`src/rtl/txq_pkg.sv`:
```
package txq_pkg;

  // Low-water level selected by a 2-bit code: 0 -> 0, n -> 2^n, clipped to depth.
  function automatic int unsigned trig_level(input logic [1:0] code,
                                             input int unsigned depth);
    int unsigned lv;
    lv = (code == 2'd0) ? 0 : (32'd1 << code);
    if (lv > depth) lv = depth;
    return lv;
  endfunction

  // Circular pointer advance for an arbitrary depth.
  function automatic int unsigned ptr_advance(input int unsigned p,
                                              input int unsigned depth);
    return (p == depth - 1) ? 0 : p + 1;
  endfunction

endpackage

```
`src/rtl/txq_ptrs.sv`:
```
module txq_ptrs #(
  parameter int unsigned DEPTH = 16,
  localparam int unsigned PTR_W = (DEPTH > 1) ? $clog2(DEPTH) : 1,
  localparam int unsigned CNT_W = $clog2(DEPTH + 1)
) (
  input  logic             clk,
  input  logic             rst_n,
  input  logic             flush,
  input  logic             wr_en,
  input  logic             rd_en,
  output logic [PTR_W-1:0] wptr,
  output logic [PTR_W-1:0] rptr,
  output logic [CNT_W-1:0] count,
  output logic             full,
  output logic             empty,
  output logic             push_ok,
  output logic             pop_ok,
  output logic             overflow
);
  import txq_pkg::*;

  localparam logic [CNT_W-1:0] DEPTH_C = CNT_W'(DEPTH);

  assign full    = (count == DEPTH_C);
  assign empty   = (count == '0);
  assign push_ok = wr_en & ~full & ~flush;
  assign pop_ok  = rd_en & ~empty & ~flush;

  logic [PTR_W-1:0] wptr_nxt, rptr_nxt;
  assign wptr_nxt = PTR_W'(ptr_advance(int'(wptr), DEPTH));
  assign rptr_nxt = PTR_W'(ptr_advance(int'(rptr), DEPTH));

  always_ff @(posedge clk) begin
    if (!rst_n) begin
      wptr  <= '0;
      rptr  <= '0;
      count <= '0;
    end else if (flush) begin
      wptr  <= '0;
      rptr  <= '0;
      count <= '0;
    end else begin
      if (push_ok) wptr <= wptr_nxt;
      if (pop_ok)  rptr <= rptr_nxt;
      unique case ({push_ok, pop_ok})
        2'b10:   count <= count + 1'b1;
        2'b01:   count <= count - 1'b1;
        default: count <= count;
      endcase
    end
  end

  always_ff @(posedge clk) begin
    if (!rst_n)                  overflow <= 1'b0;
    else if (flush)              overflow <= 1'b0;
    else if (wr_en && full)      overflow <= 1'b1;
  end

endmodule

```
`src/rtl/txq_storage.sv`:
```
module txq_storage #(
  parameter int unsigned DEPTH  = 16,
  parameter int unsigned DATA_W = 8,
  localparam int unsigned PTR_W = (DEPTH > 1) ? $clog2(DEPTH) : 1
) (
  input  logic              clk,
  input  logic              rst_n,
  input  logic              push_ok,
  input  logic              pop_ok,
  input  logic [PTR_W-1:0]  wptr,
  input  logic [PTR_W-1:0]  rptr,
  input  logic [DATA_W-1:0] wr_data,
  output logic [DATA_W-1:0] rd_data
);

  logic [DATA_W-1:0] mem [DEPTH];
  logic [DEPTH-1:0]  slot_we;

  for (genvar i = 0; i < DEPTH; i++) begin : g_slot_dec
    assign slot_we[i] = push_ok && (wptr == PTR_W'(i));
  end

  always_ff @(posedge clk) begin
    for (int i = 0; i < DEPTH; i++) begin
      if (slot_we[i]) mem[i] <= wr_data;
    end
  end

  always_ff @(posedge clk) begin
    if (!rst_n)      rd_data <= '0;
    else if (pop_ok) rd_data <= mem[rptr];
  end

endmodule

```
`src/rtl/txq_trigger.sv`:
```
module txq_trigger #(
  parameter int unsigned DEPTH = 16,
  localparam int unsigned CNT_W = $clog2(DEPTH + 1)
) (
  input  logic             clk,
  input  logic             rst_n,
  input  logic [CNT_W-1:0] count,
  input  logic [1:0]       trig_sel,
  input  logic             flag_wr,
  input  logic             flag_wdata,
  output logic [CNT_W-1:0] level,
  output logic             at_or_below,
  output logic             clr_req,
  output logic             trig_flag
);
  import txq_pkg::*;

  assign level       = CNT_W'(trig_level(trig_sel, DEPTH));
  assign at_or_below = (count <= level);
  assign clr_req     = flag_wr & ~flag_wdata;

  always_ff @(posedge clk) begin
    if (!rst_n)           trig_flag <= 1'b1;
    else if (at_or_below) trig_flag <= 1'b1;
    else if (clr_req)     trig_flag <= 1'b0;
  end

endmodule

```
`src/rtl/txq_fifo.sv`:
```
module txq_fifo #(
  parameter int unsigned DEPTH  = 16,
  parameter int unsigned DATA_W = 8,
  localparam int unsigned PTR_W = (DEPTH > 1) ? $clog2(DEPTH) : 1,
  localparam int unsigned CNT_W = $clog2(DEPTH + 1)
) (
  input  logic              clk,
  input  logic              rst_n,
  input  logic              flush,
  input  logic              wr_en,
  input  logic [DATA_W-1:0] wr_data,
  input  logic              rd_en,
  output logic [DATA_W-1:0] rd_data,
  input  logic [1:0]        trig_sel,
  input  logic              flag_wr,
  input  logic              flag_wdata,
  output logic              trig_flag,
  output logic [CNT_W-1:0]  count,
  output logic [CNT_W-1:0]  space,
  output logic              full,
  output logic              empty,
  output logic              overflow
);

  logic [PTR_W-1:0] wptr, rptr;
  logic             push_ok, pop_ok;
  logic [CNT_W-1:0] level;
  logic             at_or_below, clr_req;

  txq_ptrs #(.DEPTH(DEPTH)) u_ptrs (
    .clk(clk), .rst_n(rst_n), .flush(flush), .wr_en(wr_en), .rd_en(rd_en),
    .wptr(wptr), .rptr(rptr), .count(count), .full(full), .empty(empty),
    .push_ok(push_ok), .pop_ok(pop_ok), .overflow(overflow)
  );

  txq_storage #(.DEPTH(DEPTH), .DATA_W(DATA_W)) u_store (
    .clk(clk), .rst_n(rst_n), .push_ok(push_ok), .pop_ok(pop_ok),
    .wptr(wptr), .rptr(rptr), .wr_data(wr_data), .rd_data(rd_data)
  );

  txq_trigger #(.DEPTH(DEPTH)) u_trig (
    .clk(clk), .rst_n(rst_n), .count(count), .trig_sel(trig_sel),
    .flag_wr(flag_wr), .flag_wdata(flag_wdata), .level(level),
    .at_or_below(at_or_below), .clr_req(clr_req), .trig_flag(trig_flag)
  );

  assign space = CNT_W'(DEPTH) - count;

endmodule

```
`config.mk`:
```
export PLATFORM = sky130hd
export DESIGN_NAME = txq_fifo
export DESIGN_NICKNAME = d
export VERILOG_FILES = /design/src/rtl/txq_pkg.sv /design/src/rtl/txq_ptrs.sv /design/src/rtl/txq_storage.sv /design/src/rtl/txq_trigger.sv /design/src/rtl/txq_fifo.sv
export SDC_FILE = /design/constraint.sdc
export NUM_CORES = 1
export LEC_CHECK = 0
export ABC_AREA = 1
export BUFFER_PORTS_ARGS = -buffer_cell sky130_fd_sc_hd__buf_2
export CAP_MARGIN = 30
export CORE_MARGIN = 5
export CORE_UTILIZATION = 30
export DETAILED_ROUTE_END_ITERATION = 10
export SYNTH_ARGS = -nofsm -noshare
export SYNTH_HDL_FRONTEND = slang
export SYNTH_SLANG_ARGS = --single-unit
```
`constraint.sdc`:
```
create_clock -name clk -period 2.6 [get_ports clk]
set_clock_uncertainty 0.1 [all_clocks]
set_input_delay 0.52 -clock clk [delete_from_list [all_inputs] [get_ports clk]]
set_output_delay 0.52 -clock clk [all_outputs]
set_load 0.02 [all_outputs]
```
==> summary.txt <==
Global route
  – Global-route wire length before repair: 23900 microns
  – Global Route Usage Sum: 0.130
  – Largest net degree at the start of global routing: 43
  – Vias in the first global route: ~4200
  – Initial antenna violation count: 0
  – GRT Residual Overflow: 0

Worst setup path
  – CP cell instances: inv_4 > ha_4 > nand2_1 > nor2_4 > ha_4 > nor3_4 > inv_2 > ha_4 > xor2_2 > ha_2 > inv_1 > nand2_1 > nand3_1 > nand2_1 > nand2_1 > nand2_1 > nand2_1 > a21oi_1
  – Crit end category: flip-flop
  – Data arrival time of the worst path: around 2700 ps
  – Critical Path Start Type: flip-flop
  – Max FO, Critical Path: 5
  – CP peak stage delay: approximately 370 ps
  – Slowest CP cell: dfxtp_4
  – Most used cell, CP: nand2_1
  – Worst EP required: between 2000 and 3000 ps
  – Setup Crit Path Kind: flip-flop to flip-flop

Routing
  – DR vias: ~4500
  – Drt pass-1 iters: 7
  – Via density: 4.72
  – DRC: 0
  – Final ANT Viol Nets: 0
  – Total Wirelength: around 16000 microns
  – Drt wl/cell: about 17 microns
  – DRT iter0 DRCs: approximately 400

Yosys
  – Async SR Flop Fraction: 0
  – Mapped Area: around 6400 sq um
  – Yosys cell types: 25
  – Main synth FF type: edfxtp_1
  – Synth Register Bits: about 150
  – Syn Area/Cell: 10.8 sq um
  – Most common cell in the netlist: edfxtp_1
  – Largest cells by area after synthesis: edfxtp_1, dfxtp_1, nor2_1
  – Syn_nets: roughly 630
  – EDFF count, synth: 128
  – Synth warn: 0
  – Yosys top cell area share: 0.599
  – Biggest area consumer among synthesized cells: edfxtp_1
  – Share of the yosys chip area belonging to registers: 0.670
  – List of most frequent post-synthesis cells: edfxtp_1, nor2_1, nand2_1, nand3_1, o21ai_0
  – Gate Count Post-Synth: between 500 and 600

Clock tree
  – Clk slew on worst S/H paths: 60 ps
  – Root Buffer: clkbuf_16
  – Clock network latency to the later pin of the worst-skew pair: between 400 and 500 ps
  – H-tree Lvls: 4
  – Num CTS Buffers: 17
  – Longest Clk Path Bufs: 2
  – CTS hold repair buffers: 0
  – Clock Sinks: roughly 150
  – TritonCTS clock tree: yes

Finish
  – Post-Route Utilization: 0.367
  – Synth-to-layout area growth: 20.1%
  – Layout cell share with drive strength beyond 1: 0.178
  – Fin nets: 686
  – FILL cells: roughly 2100
  – Post-Layout Cell Count: 944

STA
  – Period utilisation layout: 0.943
  – Fin. max-slew vios: 0
  – Slew headroom: 0.533
  – Setup violation total in the final timing report: 0
  – Minimum clock period: 2450 ps
  – Worst-margin pin slew: 698 ps
  – Max Fclk: 408 MHz
  – Final hold vios: 0

Status
  – Run status: finished, final reports clean

Placement
  – Buffers on Ports: 38
  – RePlAce Congestion: around 0.8
  – Placed Cells: around 900
  – Detailed placement HPWL: between 9000 and 10000 microns

Floorplanning
  – Die height: 156 microns
  – Starting density of the core: 0.305
  – Die Width: about 160 microns
  – FP Rows: 53
  – Die ar.: approximately 24000 sq um
  – Ports: 39
  – Core ar.: 21000 sq um

Pwr
  – Switch share: 0.225
  – LEAKAGE: 2.88 nW
  – Share of power burned in registers: 0.494
  – Sw power: 1.21 mW
  – Internal power: between 4 and 5 mW
  – Worst IR drop on VDD: about 0.00037 V
  – Power Dens Cells: 698 nW/um^2
  – Logic pwr share: 0.061
  – Clock power frac: 0.445

Job
  – MaxCap Viol Count: 0

Min path
  – Hold WC Path Type: input port to flip-flop
-- kinds of logic after synthesis --
family          synth area share
fa+ha+maj                 0.0273
compound gates            0.0809
xor+xnor                 0.00819
simple gates               0.166
buf+inv                   0.0470
flops                      0.670
-- routing by layer --
layer  track usage  vias up  wire [microns]
met2         0.198       99            7170
met5             0        -               0
met4        0.0459        0             246
met1         0.186     2165            7450
li1              -     2172               -
met3        0.0227       18             739
-- cell usage in the layout (no fill, tap or decap), types with 2 or more instances in the layout --
cell | Yosys | routed
dfxtp_4 | 0 | 2
clkinvlp_4 | 0 | 4
xnor2_1 | 2 | 2
dfxtp_1 | 23 | 19
nand2_1 | 78 | 78
o21ai_0 | 51 | 51
inv_6 | 0 | 4
ha_1 | 14 | 9
inv_4 | 0 | 2
inv_2 | 3 | 4
buf_4 | 4 | 29
buf_2 | 11 | 38
o21ai_1 | 23 | 23
bufinv_16 | 0 | 2
nor2_1 | 116 | 115
a21oi_1 | 27 | 27
buf_12 | 0 | 2
nor3b_1 | 2 | 2
nand3_1 | 59 | 59
ha_4 | 0 | 4
clkinv_2 | 0 | 2
clkbuf_16 | 0 | 17
edfxtp_1 | 128 | 128
xor2_1 | 4 | 3
inv_1 | 32 | 29
dfxtp_2 | 0 | 2
-- flip-flops by register name, summed over array words and instances (netlist names) --
signal and flops:
u_store.mem 128, u_store.rd_data 8, u_ptrs.count 5, u_ptrs.rptr 4
u_ptrs.wptr 4, u_ptrs.overflow 1, u_trig.trig_flag 1
-- path summary, 6_finish.rpt --
path / from / to / slack [ps] / depth (start not counted)
min reg2reg: u_ptrs.overflow$_SDFFE_PP0P_ / u_ptrs.overflow$_SDFFE_PP0P_ / 370 / 2
max: u_ptrs.count[0]$_SDFFE_PP0P_ / u_ptrs.count[4]$_SDFFE_PP0P_ / 150 / 18
max reg2reg: u_ptrs.count[0]$_SDFFE_PP0P_ / u_ptrs.count[4]$_SDFFE_PP0P_ / 150 / 18
min: flag_wdata / u_trig.trig_flag$_SDFFE_PP1P_ / 230 / 3
-- timing repair --
action	4_1_cts	5_1_grt
endpoints found under the setup margin	0	2
setup buffers	0	7
endpoints found under the hold margin	0	0
gates resized for setup	0	3
-- layout make-up --
cell class	instances	area [sq um]	area share
sequential	151	4310	0.560
multi-input combinational	381	1890	0.245
timing repair buffer	69	448	0.0581
clock buffer	18	429	0.0557
tap	275	344	0.0446
clock inverter	14	148	0.0191
inverter	35	136	0.0177
antenna	1	2.50	0.000325
-- stage by stage --
step	power (mW)	setup WS [ps]	hold WS [ps]	setup TNS, ps	instance area [sq um]
after floorplan	2.90	2.89	378	0	6510
after global placement	3.02	156	363	0	7060
after detailed placement	3.03	83.4	358	0	7060
after CTS	5.41	53.1	218	0	7640
after global routing	5.56	-7.59	270	-7.59	7710
final	5.38	147	235	0	7710
-- power groups by stage --
| stage | logic (mW) | clock network [mW] | registers, mW |
|---|---|---|---|
| floorplan | 0.180 | 0 | 2.72 |
| global route | 0.365 | 2.54 | 2.66 |
| detailed placement | 0.314 | 0 | 2.71 |
| CTS | 0.316 | 2.43 | 2.66 |
| finish | 0.327 | 2.40 | 2.66 |
| global placement | 0.309 | 0 | 2.71 |
-- worst max-delay path: cells and delay by family (launching register included) --
family,cells,cell delay [ps]
adder cells (fa/ha/maj),4,700
AO/OA/AOI/OAI,1,100
XOR/XNOR,1,190
flip-flops,1,370
buffers and inverters,3,170
AND/OR/NAND/NOR,9,750
(Power assumes the default switching activity.)
